### config.mk
export PLATFORM = sky130hd
export DESIGN_NAME = wdog_alarm_irq
export DESIGN_NICKNAME = d
export VERILOG_FILES = /design/src/rtl/wai_pkg.sv /design/src/rtl/wai_regs.sv /design/src/rtl/wai_wdog.sv /design/src/rtl/wai_alarm.sv /design/src/rtl/wai_irq.sv /design/src/rtl/wdog_alarm_irq.sv
export SDC_FILE = /design/constraint.sdc
export NUM_CORES = 1
export LEC_CHECK = 0
export ABC_AREA = 1
export ABC_CLOCK_PERIOD_IN_PS = 1700
export BUFFER_PORTS_ARGS = -buffer_cell sky130_fd_sc_hd__buf_2
export CAP_MARGIN = 20
export CORE_MARGIN = 2
export CORE_UTILIZATION = 56
export DETAILED_ROUTE_END_ITERATION = 12
export GPL_ROUTABILITY_DRIVEN = 0
export HOLD_SLACK_MARGIN = 0.12
export PLACE_DENSITY = 0.77
export SLEW_MARGIN = 20
export SYNTH_ARGS = -nofsm -noshare
export SYNTH_HDL_FRONTEND = slang
export SYNTH_SLANG_ARGS = --single-unit
### constraint.sdc
create_clock -name clk -period 1.7 [get_ports clk]
set_input_delay 0.085 -clock clk [delete_from_list [all_inputs] [get_ports clk]]
set_output_delay 0.085 -clock clk [all_outputs]
set_load 0.05 [all_outputs]
### src/rtl/wai_pkg.sv
// Shared constants for the watchdog/alarm interrupt controller.
// Assumes a byte-wide register port with a 3-bit address.
package wai_pkg;
    localparam int REG_AW = 3;
    localparam int REG_DW = 8;

    localparam logic [REG_AW-1:0] ADR_WD_CS  = 3'd0;
    localparam logic [REG_AW-1:0] ADR_WD_S   = 3'd1;
    localparam logic [REG_AW-1:0] ADR_AL_S   = 3'd2;
    localparam logic [REG_AW-1:0] ADR_AL_M   = 3'd3;
    localparam logic [REG_AW-1:0] ADR_AL_H   = 3'd4;
    localparam logic [REG_AW-1:0] ADR_AL_D   = 3'd5;
    localparam logic [REG_AW-1:0] ADR_CTRL   = 3'd6;
    localparam logic [REG_AW-1:0] ADR_FLAG   = 3'd7;

    // Number of plain storage bytes (addresses 0..5)
    localparam int N_STORE = 6;

    typedef struct packed {
        logic [2:0] spare;
        logic       b_high;     // output B active-high
        logic       a_pulse;    // output A pulse mode
        logic       swap;       // watchdog on A, alarm on B
        logic       wd_en;
        logic       al_en;
    } ctrl_t;

    // Flag bit positions
    localparam int FLG_AL = 0;
    localparam int FLG_WD = 1;
endpackage

### src/rtl/wai_regs.sv
// Register file: watchdog value, alarm fields, control and sticky flags.
// Assumes one access per cycle; a read of the flag byte clears it, and an
// event arriving on that same edge is kept.
module wai_regs
    import wai_pkg::*;
(
    input  logic                clk,
    input  logic                rst_n,
    input  logic                bus_wr,
    input  logic                bus_rd,
    input  logic [REG_AW-1:0]   bus_addr,
    input  logic [REG_DW-1:0]   bus_wdata,
    input  logic                al_evt,
    input  logic                wd_evt,
    output logic [REG_DW-1:0]   bus_rdata,
    output logic                wd_reload,
    output logic [2*REG_DW-1:0] wd_val,
    output logic [2*REG_DW-1:0] wd_val_nx,
    output logic [4*REG_DW-1:0] al_flds,
    output ctrl_t               ctrl,
    output logic [1:0]          flags
);
    logic [REG_DW-1:0] store_q [N_STORE];
    logic [N_STORE-1:0] wr_hit;
    logic              flag_rd;

    // Decode one write strobe per storage byte
    for (genvar g = 0; g < N_STORE; g++) begin : g_hit
        assign wr_hit[g] = bus_wr && (bus_addr == REG_AW'(g));
    end

    // Storage bytes: reset to zero, load on write
    always_ff @(posedge clk) begin
        if (!rst_n) begin
            for (int i = 0; i < N_STORE; i++) store_q[i] <= '0;
        end else begin
            for (int i = 0; i < N_STORE; i++)
                if (wr_hit[i]) store_q[i] <= bus_wdata;
        end
    end

    // Control byte
    always_ff @(posedge clk) begin
        if (!rst_n)                                ctrl <= '0;
        else if (bus_wr && bus_addr == ADR_CTRL)   ctrl <= ctrl_t'(bus_wdata);
    end

    assign flag_rd = bus_rd && (bus_addr == ADR_FLAG);

    // Sticky flags: set by events, cleared by a flag read, set wins
    always_ff @(posedge clk) begin
        if (!rst_n) flags <= '0;
        else        flags <= (flag_rd ? 2'b00 : flags) | {wd_evt, al_evt};
    end

    assign wd_reload = (bus_wr || bus_rd) &&
                       (bus_addr == ADR_WD_CS || bus_addr == ADR_WD_S);
    assign wd_val    = {store_q[1], store_q[0]};
    assign wd_val_nx = {wr_hit[1] ? bus_wdata : store_q[1],
                        wr_hit[0] ? bus_wdata : store_q[0]};
    assign al_flds   = {store_q[5], store_q[4], store_q[3], store_q[2]};

    // Read mux
    always_comb begin
        bus_rdata = '0;
        if (bus_addr == ADR_CTRL)       bus_rdata = ctrl;
        else if (bus_addr == ADR_FLAG)  bus_rdata = {{(REG_DW-2){1'b0}}, flags};
        else                            bus_rdata = store_q[bus_addr];
    end
endmodule

### src/rtl/wai_wdog.sv
// BCD countdown for the watchdog. Loads on reload, steps once per tick,
// fires on the tick that takes it from 1 and then reloads itself.
// Assumes the load value is valid BCD; a zero value leaves it idle.
module wai_wdog #(
    parameter int DIGITS = 4,
    localparam int W = 4 * DIGITS
) (
    input  logic         clk,
    input  logic         rst_n,
    input  logic         tick,
    input  logic         reload,
    input  logic [W-1:0] load_val,
    output logic         evt,
    output logic [W-1:0] cnt_o
);
    logic [W-1:0]      cnt_q;
    logic [W-1:0]      cnt_dec;
    logic [DIGITS:0]   borrow;

    // Borrow chain through the BCD digits
    assign borrow[0] = 1'b1;
    for (genvar g = 0; g < DIGITS; g++) begin : g_dig
        logic [3:0] d;
        assign d = cnt_q[4*g +: 4];
        assign borrow[g+1] = borrow[g] && (d == 4'd0);
        assign cnt_dec[4*g +: 4] = !borrow[g] ? d :
                                   (d == 4'd0) ? 4'd9 : d - 4'd1;
    end

    assign evt = tick && !reload && (cnt_q == W'(1));

    // Countdown register
    always_ff @(posedge clk) begin
        if (!rst_n)                      cnt_q <= '0;
        else if (reload || evt)          cnt_q <= load_val;
        else if (tick && cnt_q != '0)    cnt_q <= cnt_dec;
    end

    assign cnt_o = cnt_q;
endmodule

### src/rtl/wai_alarm.sv
// Time-of-day comparator. Each field carries a mask in its top bit; the
// event fires on the cycle the full match goes from false to true.
// Assumes field values and current time share the same BCD coding.
module wai_alarm #(
    parameter int NF = 4,
    parameter int BW = 8,
    localparam int FW = BW - 1
) (
    input  logic           clk,
    input  logic           rst_n,
    input  logic [NF*FW-1:0] cur,
    input  logic [NF*BW-1:0] flds,
    output logic           evt
);
    logic [NF-1:0] fld_ok;
    logic          match;
    logic          match_q;

    for (genvar g = 0; g < NF; g++) begin : g_fld
        assign fld_ok[g] = flds[g*BW + FW] ||
                           (flds[g*BW +: FW] == cur[g*FW +: FW]);
    end

    assign match = &fld_ok;
    assign evt   = match && !match_q;

    // Previous match, reset high so reset itself never fires the alarm
    always_ff @(posedge clk) begin
        if (!rst_n) match_q <= 1'b1;
        else        match_q <= match;
    end
endmodule

### src/rtl/wai_irq.sv
// Routes the two sources onto outputs A and B, shapes A as pulse or level,
// and applies the sense of B. Outputs are open-drain pull enables.
// Assumes PULSE_CYC >= 1.
module wai_irq #(
    parameter int PULSE_CYC = 8,
    localparam int CW = $clog2(PULSE_CYC + 1)
) (
    input  logic       clk,
    input  logic       rst_n,
    input  logic [1:0] flags,
    input  logic       al_evt,
    input  logic       wd_evt,
    input  logic       al_en,
    input  logic       wd_en,
    input  logic       swap,
    input  logic       a_pulse,
    input  logic       b_high,
    output logic       inta_pull,
    output logic       intb_pull
);
    logic          a_flag, a_en, a_evt;
    logic          b_flag, b_en, b_act;
    logic [CW-1:0] pcnt_q;

    // Source selection
    always_comb begin
        a_flag = swap ? flags[1] : flags[0];
        a_en   = swap ? wd_en    : al_en;
        a_evt  = swap ? wd_evt   : al_evt;
        b_flag = swap ? flags[0] : flags[1];
        b_en   = swap ? al_en    : wd_en;
    end

    // Pulse-width counter for output A
    always_ff @(posedge clk) begin
        if (!rst_n)                        pcnt_q <= '0;
        else if (!a_pulse)                 pcnt_q <= '0;
        else if (a_evt && a_en)            pcnt_q <= CW'(PULSE_CYC);
        else if (pcnt_q != '0)             pcnt_q <= pcnt_q - 1'b1;
    end

    assign inta_pull = a_pulse ? (pcnt_q != '0) : (a_flag && a_en);
    assign b_act     = b_flag && b_en;
    assign intb_pull = b_high ? !b_act : b_act;
endmodule

### src/rtl/wdog_alarm_irq.sv
// Top of the watchdog/alarm interrupt controller: register file, BCD
// watchdog countdown, alarm comparator and output routing.
// Assumes cs_tick is a single-cycle pulse and time inputs are stable BCD.
module wdog_alarm_irq
    import wai_pkg::*;
#(
    parameter int PULSE_CYC = 8
) (
    input  logic              clk,
    input  logic              rst_n,
    input  logic              cs_tick,
    input  logic [6:0]        cur_sec,
    input  logic [6:0]        cur_min,
    input  logic [6:0]        cur_hour,
    input  logic [2:0]        cur_day,
    input  logic              bus_wr,
    input  logic              bus_rd,
    input  logic [REG_AW-1:0] bus_addr,
    input  logic [REG_DW-1:0] bus_wdata,
    output logic [REG_DW-1:0] bus_rdata,
    output logic              inta_pull,
    output logic              intb_pull
);
    localparam int WD_W   = 2 * REG_DW;
    localparam int WD_DIG = WD_W / 4;
    localparam int FW     = REG_DW - 1;

    logic              al_evt, wd_evt, wd_reload;
    logic [WD_W-1:0]   wd_val, wd_val_nx, wd_cnt;
    logic [4*REG_DW-1:0] al_flds;
    logic [4*FW-1:0]   cur_vec;
    ctrl_t             ctrl;
    logic [1:0]        flags;

    assign cur_vec = {{(FW-3){1'b0}}, cur_day, cur_hour, cur_min, cur_sec};

    wai_regs u_regs (
        .clk(clk), .rst_n(rst_n),
        .bus_wr(bus_wr), .bus_rd(bus_rd), .bus_addr(bus_addr),
        .bus_wdata(bus_wdata), .al_evt(al_evt), .wd_evt(wd_evt),
        .bus_rdata(bus_rdata), .wd_reload(wd_reload),
        .wd_val(wd_val), .wd_val_nx(wd_val_nx), .al_flds(al_flds),
        .ctrl(ctrl), .flags(flags)
    );

    wai_wdog #(.DIGITS(WD_DIG)) u_wdog (
        .clk(clk), .rst_n(rst_n), .tick(cs_tick), .reload(wd_reload),
        .load_val(wd_val_nx), .evt(wd_evt), .cnt_o(wd_cnt)
    );

    wai_alarm #(.NF(4), .BW(REG_DW)) u_alarm (
        .clk(clk), .rst_n(rst_n), .cur(cur_vec), .flds(al_flds), .evt(al_evt)
    );

    wai_irq #(.PULSE_CYC(PULSE_CYC)) u_irq (
        .clk(clk), .rst_n(rst_n), .flags(flags),
        .al_evt(al_evt), .wd_evt(wd_evt),
        .al_en(ctrl.al_en), .wd_en(ctrl.wd_en), .swap(ctrl.swap),
        .a_pulse(ctrl.a_pulse), .b_high(ctrl.b_high),
        .inta_pull(inta_pull), .intb_pull(intb_pull)
    );
endmodule

; ---- Word level (Yosys, flattened, before mapping)
; Memory sizes are Yosys's and may differ from the RTL's.
; Index checks and enable logic that the tools add are counted.
[totals]
output_inout_bits = 10
inputBits = 40
ff_bits = 31
mem_bits_rw = 48
rom_bits = 0
latch_bits = 0
memories = 1
[op_classes]
n_reduce_logical = 46
addsub = 5
div_mod_pow = 0
n_mux = 48
eq_ne = 12
multipliers = 0
magnitude_cmp = 0
n_bitwise = 9
shifts = 0
[memory_table]
columns = memory, words, width, read_ports, rd_ports_with_merged_regs, write_ports, line
row1 = u_regs.store_q, 6, 8, 7, 0, 6, wai_regs.sv:23  ; logic [REG_DW-1:0] store_q [N_STORE];
[op_table]
columns = cell, count
row1 = $mux 8, 10
row2 = $mux 4, 9
row3 = $mux 16, 2
row4 = $mux 1, 26
row5 = $eq 7x7->1, 3
row6 = $sub 4x1->4 const B, 5
row7 = $logic_and 1x1->1, 18
row8 = $eq 16x1->1 const B, 1
row9 = $logic_not 4->1, 4
row10 = $reduce_bool 16->1, 1
row11 = $eq 3x3->1 const B, 4
row12 = $reduce_bool 2->1, 5
row13 = $reduce_and 2->1, 4
row14 = $eq 7x3->1, 1
row15 = $logic_or 1x1->1, 7
row16 = $eq 3x2->1 const B, 2
row17 = $or 1x1->1, 6
row18 = $reduce_and 4->1, 1
row19 = $reduce_bool 4->1, 1
row20 = $eq 3x1->1 const B, 1
row21 = $logic_not 1->1, 3
row22 = $logic_not 3->1, 1
row23 = $reduce_or 3->1, 1
row24 = $mux 2, 1
row25 = other kinds (2), 3

; ---- Depth between registers and ports, before layout
; Gate-level depths: netlist of the first run.
[logic_depth]
word_depth = 9
ltp_mapped = 14
mapped_depth_nobuf = 14

; ---- Modules after synthesis
; Synthesis of the first run repeated with hierarchy kept, for this count alone.
[unflattened]
hier_cells = 684
hier_area_um2 = 4932.2
[modules_own_cells]
columns = module, cells_each, n_inst, area_per_inst_um2
row1 = wai_regs, 346, 1, 2949.1
row2 = wai_wdog, 188, 1, 1169.9
row3 = wai_alarm, 101, 1, 510.5
row4 = wai_irq, 48, 1, 299.0
row5 = wdog_alarm_irq, 1, 1, 3.8

; ---- Least setup slack after synthesis of the first run
; No wires, ideal clock.
[synth_path]
kind = in2out
startpoint = input port bus_addr[0]
endpoint = output port bus_rdata[1]
cell_stages = 6
slack_ps = -752
n_path_buf = 1
t_arrival_ps = 2367
required_time_ps = 1615
cell_sequence = buf_6 > inv_4 > nor2_4 > inv_4 > o22ai_1 > o311ai_0
[synth_via]
elab_chain_cells = 3
[synth_lines]
columns = item, line
row1 = "start, declared", wdog_alarm_irq.sv:18  ; input logic [REG_AW-1:0] bus_addr,
row2 = $mem_v2 6x8 / $eq 3x3->1 (equally long branches), --
row3 = $mux 8, wai_regs.sv:67  ; else if (bus_addr == ADR_FLAG) bus_rdata = {{(REG_DW-2){1'b0}}, flags};
row4 = $mux 8 (*), wai_regs.sv:66  ; if (bus_addr == ADR_CTRL) bus_rdata = ctrl;
row5 = "end, declared", wdog_alarm_irq.sv:20  ; output logic [REG_DW-1:0] bus_rdata,
; Every way passes the cells marked *; elsewhere a longest branch is shown, timed or not.

==> impl_metrics.yaml, run 1 <==
synthesis:
  yosysMostFrequentCell: "nand2_1"
  synthArstFlopShare_pct: 0
  synth-seq-area-share_pct: 44.7
  yosys_warnings: 0
  ys.flop_type: "edfxtp_1"
  syn-num-nets: 655
  yosysTopAreaCell: "edfxtp_1"
  synthAdderAreaFrac_pct: 0.543
  synth_compound_area_share_pct: 16.0
  synth_seq_cells: 79
  synth_top_family_by_area: "simple AND/OR/NAND/NOR gates"
  synth_mux_area_share_pct: 0.733
  synth_edf_count: 48
  synthSimpleGateAreaFrac_pct: 26.3
  netlist_area_mm2: 0.00461
  synth_cell_type_count: 41
  post-synth-top-area-fraction_pct: 31.3
  synth_xor_xnor_area_share_pct: 1.71
  avgSynthCellArea_um2: 7.52
  synthTopCellsByCount: "nand2_1, nor2_1, inv_1"
  synth.top_cells.by_area: "edfxtp_1, dfxtp_1, nand2_1, nor2_1, inv_1"
  synthCells: 613
worst_setup_path:
  r2r_start: "u_wdog.cnt_o[1]"
  cp_max_fo: 2
  path_class: "reg2out"
  cp-startpoint: "u_regs.store_q[1][1]"
  required_ps: 1620
  crit_arrival_ps: 1600
  startpoint_type: "flip-flop"
  endpoint_kind: "primary output"
sta:
  tightest_slew_ps: 483
  fmaxAchievable_ghz: 0.594
  finalSetupViolations: 0
  holdWs_ps: 119
  rsz0062_at_grt: "yes"
  timing_hold_violations_final: 0
  slew_violations: 0
  skew_ps: 11.6
  finalCriticalPeriod_ps: 1680
  finalCritPeriodShare_pct: 99.0
  worst_slack_ps: 16.9
  maxSlewHeadroom_pct: 67.8
global_route:
  grt_pass1_vias: 3963
  grt_pass1_wl_um: 18700
  track_usage_pct: 27.5
  gr-total-overflow: 0
  grt_start_max_net_pins: 25
  grt_antenna_before_repair: 0
layout:
  drive_gt1_share_pct: 22.1
  num-fill-cells: 687
  final_net_count: 724
  insertedDiodeCount: 0
  design_area_mm2: 0.00543
  syn_to_final_growth_pct: 17.8
placement:
  dpl_worst_slack_ps: -3.84
  placed_cell_area_mm2: 0.00500
  numPortBuffers: 49
  detailed_place_hpwl_um: 8860
clock_network:
  cts_made_buffers: 9
  cts_tree: "done"
  path_clk_slew_ps: 80
  cts-root-buf: "clkbuf_8"
  clock_sinks: 79
  cts_max_level: 3
  clk-insertion-delay-late_ps: 370
  cts_buffer_depth: 2
power_and_ir_drop:
  p_leak_nw: 2.42
  p_per_area_mw_per_mm2: 894
  p_int_w: 0.00322
  p_clk_share_pct: 28.4
  p_sw_share_pct: 33.8
  power_frac_seq_pct: 47.2
  comb_power_share_pct: 24.4
  ir_drop_mv: 0.460
  p_switching_w: 0.00164
drt:
  drc: 0
  via_per_inst: 5.59
  num_vias: 4428
  dr.first_iter.drc_count: 386
  first_pass_iters: 5
  wl_per_cell_um: 15.4
  antenna_left: 0
  wl_um: 12200
outcome:
  status: "finished, final reports clean"
floorplan:
  core_area_mm2: 0.00809
  initial_core_util_pct: 57.0
  die_x_um: 94.7
  fp.dieH_um: 94.7
  die_area_mm2: 0.00897
  io_pins: 50
  row_count: 33
run:
  maxCapViolCount: 0
hold_path:
  hold_path_class: "in2reg"
  hold_start: "cs_tick"
logic make-up (layout without fill, tap and decap cells):
group	after synthesis	count (layout)
XOR/XNOR	9	9
AO/OA/AOI/OAI	130	130
multiplexers	3	3
AND/OR/NAND/NOR	281	281
buffers and inverters	109	183
flip-flops	79	79
adder cells (fa/ha/maj)	2	2
timing repair:
item                       CTS  global route
hold buffers                 4             0
resized for setup            8            49
setup endpoints to repair    7            28
hold endpoints to repair     4             0
pin swaps                    0            11
setup buffers                0             4
per-layer routing:
layer | track usage (%) | wire [um]
met3 | 6.07 | 967
met4 | 8.94 | 247
met1 | 36.6 | 5150
met2 | 44.7 | 5810
met5 | 0 | 0
critical path, stage by stage, from the launching register on:
cell      delay, ps
edfxtp_1        380
inv_1           120
o22ai_1         110
o21ai_1         230
o311ai_1        170
buf_4           220
placed cells by master (no fill, tap or decap), drive strengths merged:
cell and count:
nand2 142, nor2 109, inv 99, buf 66, o21ai 62, edfxtp 48
a21oi 34, dfxtp 31, nand3 23, clkbuf 11, o22ai 8, a31oi 7
nor3 6, o2111ai 6, o211ai 5, xnor2 5, a211oi 5, xor2 4
dlygate4sd3 4, mux2 3, ha 2, clkinv 2, o311ai 1, o221ai 1
a21boi 1, nand3b 1, clkinvlp 1
cell type report:
type	count	area [um^2]	share of cell area [%]
Sequential cell	79	2060	38.0
Inverter	96	368	6.77
Clock inverter	6	41.3	0.760
Tap cell	105	131	2.42
Clock buffer	10	149	2.74
Timing Repair Buffer	71	460	8.48
Multi-Input combinational cell	425	2220	40.8
per-stage QoR:
step	power (W)	TNS [ps]	std cells	utilization, %
detailed placement	0.00335	-3.84	768	61.8
global placement	0.00332	0	768	61.8
finish	0.00486	0	792	67.1
floorplan	0.00306	-618	613	-
global route	0.00505	-116	792	67.1
CTS	0.00470	0	788	64.7
power groups by stage:
stage | Combinational (W) | Sequential (W) | Clock [W]
finish | 0.00119 | 0.00229 | 0.00138
global route | 0.00130 | 0.00230 | 0.00145
CTS | 0.00105 | 0.00228 | 0.00137
detailed placement | 0.00103 | 0.00232 | 0
global placement | 0.00100 | 0.00231 | 0
floorplan | 0.000766 | 0.00229 | 0
final timing paths:
check                                        end  slack, ps  cells past startpoint
worst max-delay path                bus_rdata[1]         20                      5
worst min-delay path             u_wdog.cnt_o[0]        120                      5
worst min register to register   u_wdog.cnt_o[1]        490                      2
worst max register to register  u_wdog.cnt_o[11]         90                     14
sequential cells by signal (all words and copies together) (netlist names):
register	cells
u_alarm.match_q	1
u_irq.pcnt_q	4
u_regs.ctrl	8
u_regs.flags	2
u_regs.store_q	48
u_wdog.cnt_o	16
(Power assumes the default switching activity.)
==> run 2, diff against run 1 <==
--- a/config.mk
+++ b/config.mk
@@ -6,15 +6,15 @@
 export NUM_CORES = 1
 export LEC_CHECK = 0
 export ABC_AREA = 1
-export ABC_CLOCK_PERIOD_IN_PS = 1700
+export ABC_CLOCK_PERIOD_IN_PS = 1350
 export BUFFER_PORTS_ARGS = -buffer_cell sky130_fd_sc_hd__buf_2
 export CAP_MARGIN = 20
 export CORE_MARGIN = 2
-export CORE_UTILIZATION = 56
+export CORE_UTILIZATION = 53
 export DETAILED_ROUTE_END_ITERATION = 12
 export GPL_ROUTABILITY_DRIVEN = 0
 export HOLD_SLACK_MARGIN = 0.12
-export PLACE_DENSITY = 0.77
+export PLACE_DENSITY = 0.76
 export SLEW_MARGIN = 20
 export SYNTH_ARGS = -nofsm -noshare
 export SYNTH_HDL_FRONTEND = slang
==> constraint.sdc (replaced) <==
create_clock -name clk -period 1.35 [get_ports clk]
set_input_delay 0.0675 -clock clk [delete_from_list [all_inputs] [get_ports clk]]
set_output_delay 0.0675 -clock clk [all_outputs]
set_load 0.05 [all_outputs]
==> run 2 against run 1 <==
Net effect: the flow now finishes with violations (setup timing); critical path depth rose by 7; first-iteration DRC count rose by 20%; via count rose by 17%; power rose by 47%; critical endpoint is now u_irq.pcnt_q[1]; largest power group unchanged; highest routed layer unchanged.
==> impl_metrics.yaml, run 2 (same netlist as run 1, synthesis figures left out) <==
outcome:
  status: "finished with violations"
  violations: "setup timing"
worst_setup_path:
  path_class: "reg2reg"
  required_ps: 1610
  rr_endpoint: "u_irq.pcnt_q[1]"
  rrSetupSlack_ps: -390
  crit_arrival_ps: 1990
  cp-startpoint: "u_regs.store_q[2][6]"
  startpoint_type: "flip-flop"
  endpoint_kind: "flip-flop"
  worstRegToRegCells: 12
  r2r_start: "u_regs.store_q[2][6]"
  cp_max_fo: 3
layout:
  final_cells: 897
  layout_commonest_cell: "nand2_1"
  syn_to_final_growth_pct: 48.8
  drive_gt1_share_pct: 45.5
  regMostFlops: "u_regs.store_q"
  num-fill-cells: 488
  largest_register_ff_count: 48
  final_util_pct: 79.8
  final_net_count: 826
  insertedDiodeCount: 0
  final_cell_mix: "nand2_1, buf_4, nor2_1"
sta:
  maxSlewHeadroom_pct: 69.7
  rsz0062_at_grt: "yes"
  finalSetupViolations: 33
  timing_hold_violations_final: 0
  slew_violations: 0
  skew_ps: 12.6
  fmaxAchievable_ghz: 0.576
  finalCriticalPeriod_ps: 1740
  finalCritPeriodShare_pct: 129
  worst_slack_ps: -386
  tightest_slew_ps: 454
global_route:
  grt_pass1_vias: 4846
  grt_pass1_wl_um: 22700
  track_usage_pct: 30.1
  grt_antenna_before_repair: 0
  grt_start_max_net_pins: 22
  gr-total-overflow: 0
power_and_ir_drop:
  p_leak_nw: 3.07
  ir_drop_mv: 0.677
  p_per_area_mw_per_mm2: 1040
  total_power_w: 0.00715
floorplan:
  row_count: 34
  die_x_um: 97.3
  initial_core_util_pct: 53.7
  io_pins: 50
  die_area_mm2: 0.00946
  fp.dieH_um: 97.3
  core_area_mm2: 0.00859
clock_network:
  cts-root-buf: "clkbuf_8"
  path_clk_slew_ps: 80
  cts_tree: "done"
  cts_buffer_depth: 2
  clk-insertion-delay-late_ps: 360
  cts_max_level: 3
  cts_made_buffers: 9
  clock_sinks: 79
run:
  maxCapViolCount: 0
hold_path:
  hold_path_class: "in2reg"
  hold_end: "u_wdog.cnt_o[0]"
  hold_start: "bus_wdata[0]"
  holdPathStages: 5
placement:
  place_inst: 855
  detailed_place_hpwl_um: 9910
  numPortBuffers: 49
drt:
  wl_um: 16100
  num_vias: 5180
  via_per_inst: 5.77
  antenna_left: 0
  first_pass_iters: 5
  wl_per_cell_um: 17.9
  dr.first_iter.drc_count: 462
  drc: 0
==> run 2: cell types whose count changed in the layout (fill, tap and decap cells not counted), sizes merged <==
| cell | change |
|---|---|
| bufinv | +1 |
| dlygate4sd3 | +2 |
| buf | +100 |
| clkinvlp | -1 |
| clkinv | +4 |
| inv | -4 |
==> run 2: stage by stage <==
| stage | area, um^2 | hold WS [ps] | TNS [ps] | setup slack (ps) |
|---|---|---|---|---|
| 6_report | 6860 | 157 | -8070 | -386 |
| 5_1_grt | 6860 | 191 | -9730 | -393 |
| 4_1_cts | 6440 | 161 | -5210 | -280 |
| 3_5_place_dp | 5720 | 439 | -5310 | -259 |
| 3_3_place_gp | 5720 | 424 | -3670 | -184 |
| 2_1_floorplan | 4680 | 286 | -1890 | -252 |
==> run 2: worst max-delay path, cell delays in order (launching register included) <==
cell and delay, ps:
edfxtp_1 450, inv_1 100, nand2_1 70, nand2_1 70, nand2_1 50, nor2_1 140, nand2_1 100, a21oi_2 220
nand3_2 150, nand2_1 110, nand2_2 70, nand2_2 70, nor2_1 40
==> run 2: routing by layer <==
layer | global-route usage, % | part of all wire (%) | vias to the layer above
met1 | 38.0 | 37 | 2425
met3 | 6.55 | 8.6 | 82
met4 | 13.4 | 4.8 | 0
met2 | 49.9 | 50 | 329
li1 | - | - | 2344
met5 | 0 | 0 | -
==> run 2: final cells by class <==
class | instances | area [um^2] | area share, %
clock buffers | 10 | 128 | 1.86
repair buffers | 173 | 1370 | 20.0
clock inverters | 6 | 51.3 | 0.748
inverters | 96 | 388 | 5.65
flip-flops and latches | 79 | 2080 | 30.3
well taps | 108 | 135 | 1.97
multi-input cells | 425 | 2700 | 39.4
==> run 2: worst max-delay path by stage <==
| stage | end | slack, ps |
|---|---|---|
| after global placement | u_irq.pcnt_q[2] | -180 |
| final | u_irq.pcnt_q[1] | -390 |
| after global routing | u_wdog.cnt_o[13] | -390 |
| after detailed placement | u_wdog.cnt_o[11] | -260 |
| after floorplan | bus_rdata[4] | -250 |
| after CTS | bus_rdata[6] | -280 |
==> run 2: power breakdown <==
group | internal, W | switching [W] | leakage, nW
Combinational | 0.00112 | 0.00140 | 2.25
Sequential | 0.00275 | 0.000141 | 0.724
Clock | 0.000832 | 0.000909 | 0.0925
Total | 0.00471 | 0.00245 | 3.07
==> run 2: timing repair <==
item | in CTS | in global routing
hold buffers | 6 | 0
pin swaps | 40 | 41
endpoints found under the hold margin | 7 | 0
endpoints found under the setup margin | 32 | 47
setup buffers | 13 | 12
resized for setup | 116 | 98
==> run 3, diff against run 2 <==
--- a/config.mk
+++ b/config.mk
@@ -10,11 +10,12 @@
 export BUFFER_PORTS_ARGS = -buffer_cell sky130_fd_sc_hd__buf_2
 export CAP_MARGIN = 20
 export CORE_MARGIN = 2
-export CORE_UTILIZATION = 53
+export CORE_UTILIZATION = 55
+export CTS_BUF_LIST = sky130_fd_sc_hd__clkbuf_4
 export DETAILED_ROUTE_END_ITERATION = 12
 export GPL_ROUTABILITY_DRIVEN = 0
 export HOLD_SLACK_MARGIN = 0.12
-export PLACE_DENSITY = 0.76
+export PLACE_DENSITY = 0.78
 export SLEW_MARGIN = 20
 export SYNTH_ARGS = -nofsm -noshare
 export SYNTH_HDL_FRONTEND = slang
==> run 3 against run 2 <==
Net effect: the run still ends with setup timing left; global-route usage increased by 7.8 points; power increased by 0.81%; first-iteration DRC count increased by 44%; highest routed layer unchanged; flip-flop and latch count unchanged; critical endpoint is now bus_rdata[2]; worst hold slack improved by 21 ps.
==> impl_metrics.yaml, run 3 (same netlist as run 1, synthesis figures left out) <==
clock_network:
  cts_tree: "done"
  cts_max_level: 3
  cts_buffer_depth: 2
  clock_sinks: 79
  cts-root-buf: "clkbuf_4"
  clk-insertion-delay-late_ps: 470
  path_clk_slew_ps: 130
  cts_made_buffers: 9
power_and_ir_drop:
  p_per_area_mw_per_mm2: 1040
  ir_drop_mv: 0.784
  p_int_w: 0.00463
  p_switching_w: 0.00259
  p_sw_share_pct: 35.9
  power_frac_seq_pct: 40.2
  comb_power_share_pct: 36.2
  p_leak_nw: 3.11
  p_clk_share_pct: 23.6
layout:
  design_area_mm2: 0.00693
  insertedDiodeCount: 0
  regMostFlops: "u_regs.store_q"
  largest_register_ff_count: 48
  drive_gt1_share_pct: 45.8
  final_util_pct: 84.8
  final_net_count: 839
  final_cell_mix: "nand2_1, buf_4, nor2_1"
  layout_commonest_cell: "nand2_1"
  syn_to_final_growth_pct: 50.4
floorplan:
  io_pins: 50
  initial_core_util_pct: 56.4
  fp.dieH_um: 95.6
  core_area_mm2: 0.00818
  die_area_mm2: 0.00913
  die_x_um: 95.6
  row_count: 33
drt:
  num_vias: 5626
  via_per_inst: 6.20
  wl_um: 19300
  first_pass_iters: 6
  drc: 0
  antenna_left: 0
  dr.first_iter.drc_count: 666
  wl_per_cell_um: 21.3
sta:
  rsz0062_at_grt: "yes"
  timing_hold_violations_final: 0
  finalSetupViolations: 40
  tightest_slew_ps: 552
  skew_ps: 34.2
  maxSlewHeadroom_pct: 63.2
  finalCriticalPeriod_ps: 1870
  finalCritPeriodShare_pct: 138
  setup_tns_ps: -11250
  fmaxAchievable_ghz: 0.535
  slew_violations: 0
  holdWs_ps: 177
  worst_slack_ps: -518
global_route:
  grt_pass1_wl_um: 25900
  grt_pass1_vias: 5305
  busiest_layer: "met2"
  use_met1_pct: 44.3
  track_usage_pct: 37.9
  met2_usage_pct: 62.4
  gr-total-overflow: 0
  gr-usage-met3_pct: 10.7
  grt_start_max_net_pins: 24
  grt_antenna_before_repair: 0
worst_setup_path:
  cp_max_fo: 2
  path_class: "reg2out"
  crit_arrival_ps: 1800
  endpoint_kind: "primary output"
  required_ps: 1280
  rrSetupSlack_ps: -430
  startpoint_type: "flip-flop"
run:
  maxCapViolCount: 0
outcome:
  status: "finished with violations"
  violations: "setup timing"
placement:
  placed_cell_area_mm2: 0.00568
  numPortBuffers: 49
  detailed_place_hpwl_um: 9770
hold_path:
  hold_path_class: "in2reg"
==> run 3: worst max-delay path: stages (launching register included) <==
cell and delay, ps:
edfxtp_1 470, nand2_2 180, o2111ai_4 190, a21oi_2 220
o22ai_1 90, buf_4 210
==> run 3: cell type report <==
cell class              instances  area, um^2
clock buffers                  10        75.1
clock inverters                 6        85.1
fillers                       414        1240
inverters                      96         380
multi-input cells             425        2700
flip-flops and latches         79        2080
well taps                     105         131
repair buffers                185        1470
repair inverters                1        6.26
==> run 3: worst paths after layout <==
path	start	endpoint	depth (start not counted)
max	u_regs.store_q[0][2]	bus_rdata[2]	5
min	bus_wdata[5]	u_wdog.cnt_o[13]	4
max reg2reg	u_regs.store_q[4][5]	u_irq.pcnt_q[1]	14
min reg2reg	u_regs.ctrl[3]	u_irq.pcnt_q[3]	2
==> run 3: stage by stage <==
step | total power [W] | cells | worst slack, ps
after floorplan | 0.00390 | 613 | -252
after global placement | 0.00459 | 849 | -197
final | 0.00721 | 907 | -518
after detailed placement | 0.00466 | 849 | -279
after CTS | 0.00671 | 901 | -346
after global routing | 0.00740 | 907 | -573
==> run 3: timing repair <==
| action | 4_1_cts | 5_1_grt |
|---|---|---|
| gates resized for setup | 143 | 64 |
| endpoints found under the hold margin | 27 | 0 |
| endpoints found under the setup margin | 32 | 40 |
| cloned | 1 | 0 |
| hold buffers | 9 | 0 |
| setup buffers | 28 | 6 |
| pin swaps | 56 | 27 |
==> run 3: power by group through the flow <==
stage          Sequential, W  Clock (W)  Combinational [W]
2_1_floorplan        0.00289          0            0.00102
3_3_place_gp         0.00289          0            0.00170
3_5_place_dp         0.00290          0            0.00175
4_1_cts              0.00287    0.00164            0.00220
5_1_grt              0.00291    0.00176            0.00273
6_report             0.00290    0.00170            0.00261
==> run 3: per-layer routing <==
metal	vias up	part of all wire, %
li1	2376	-
met1	2559	34
met2	527	47
met3	164	12
met4	0	7.7
met5	-	0
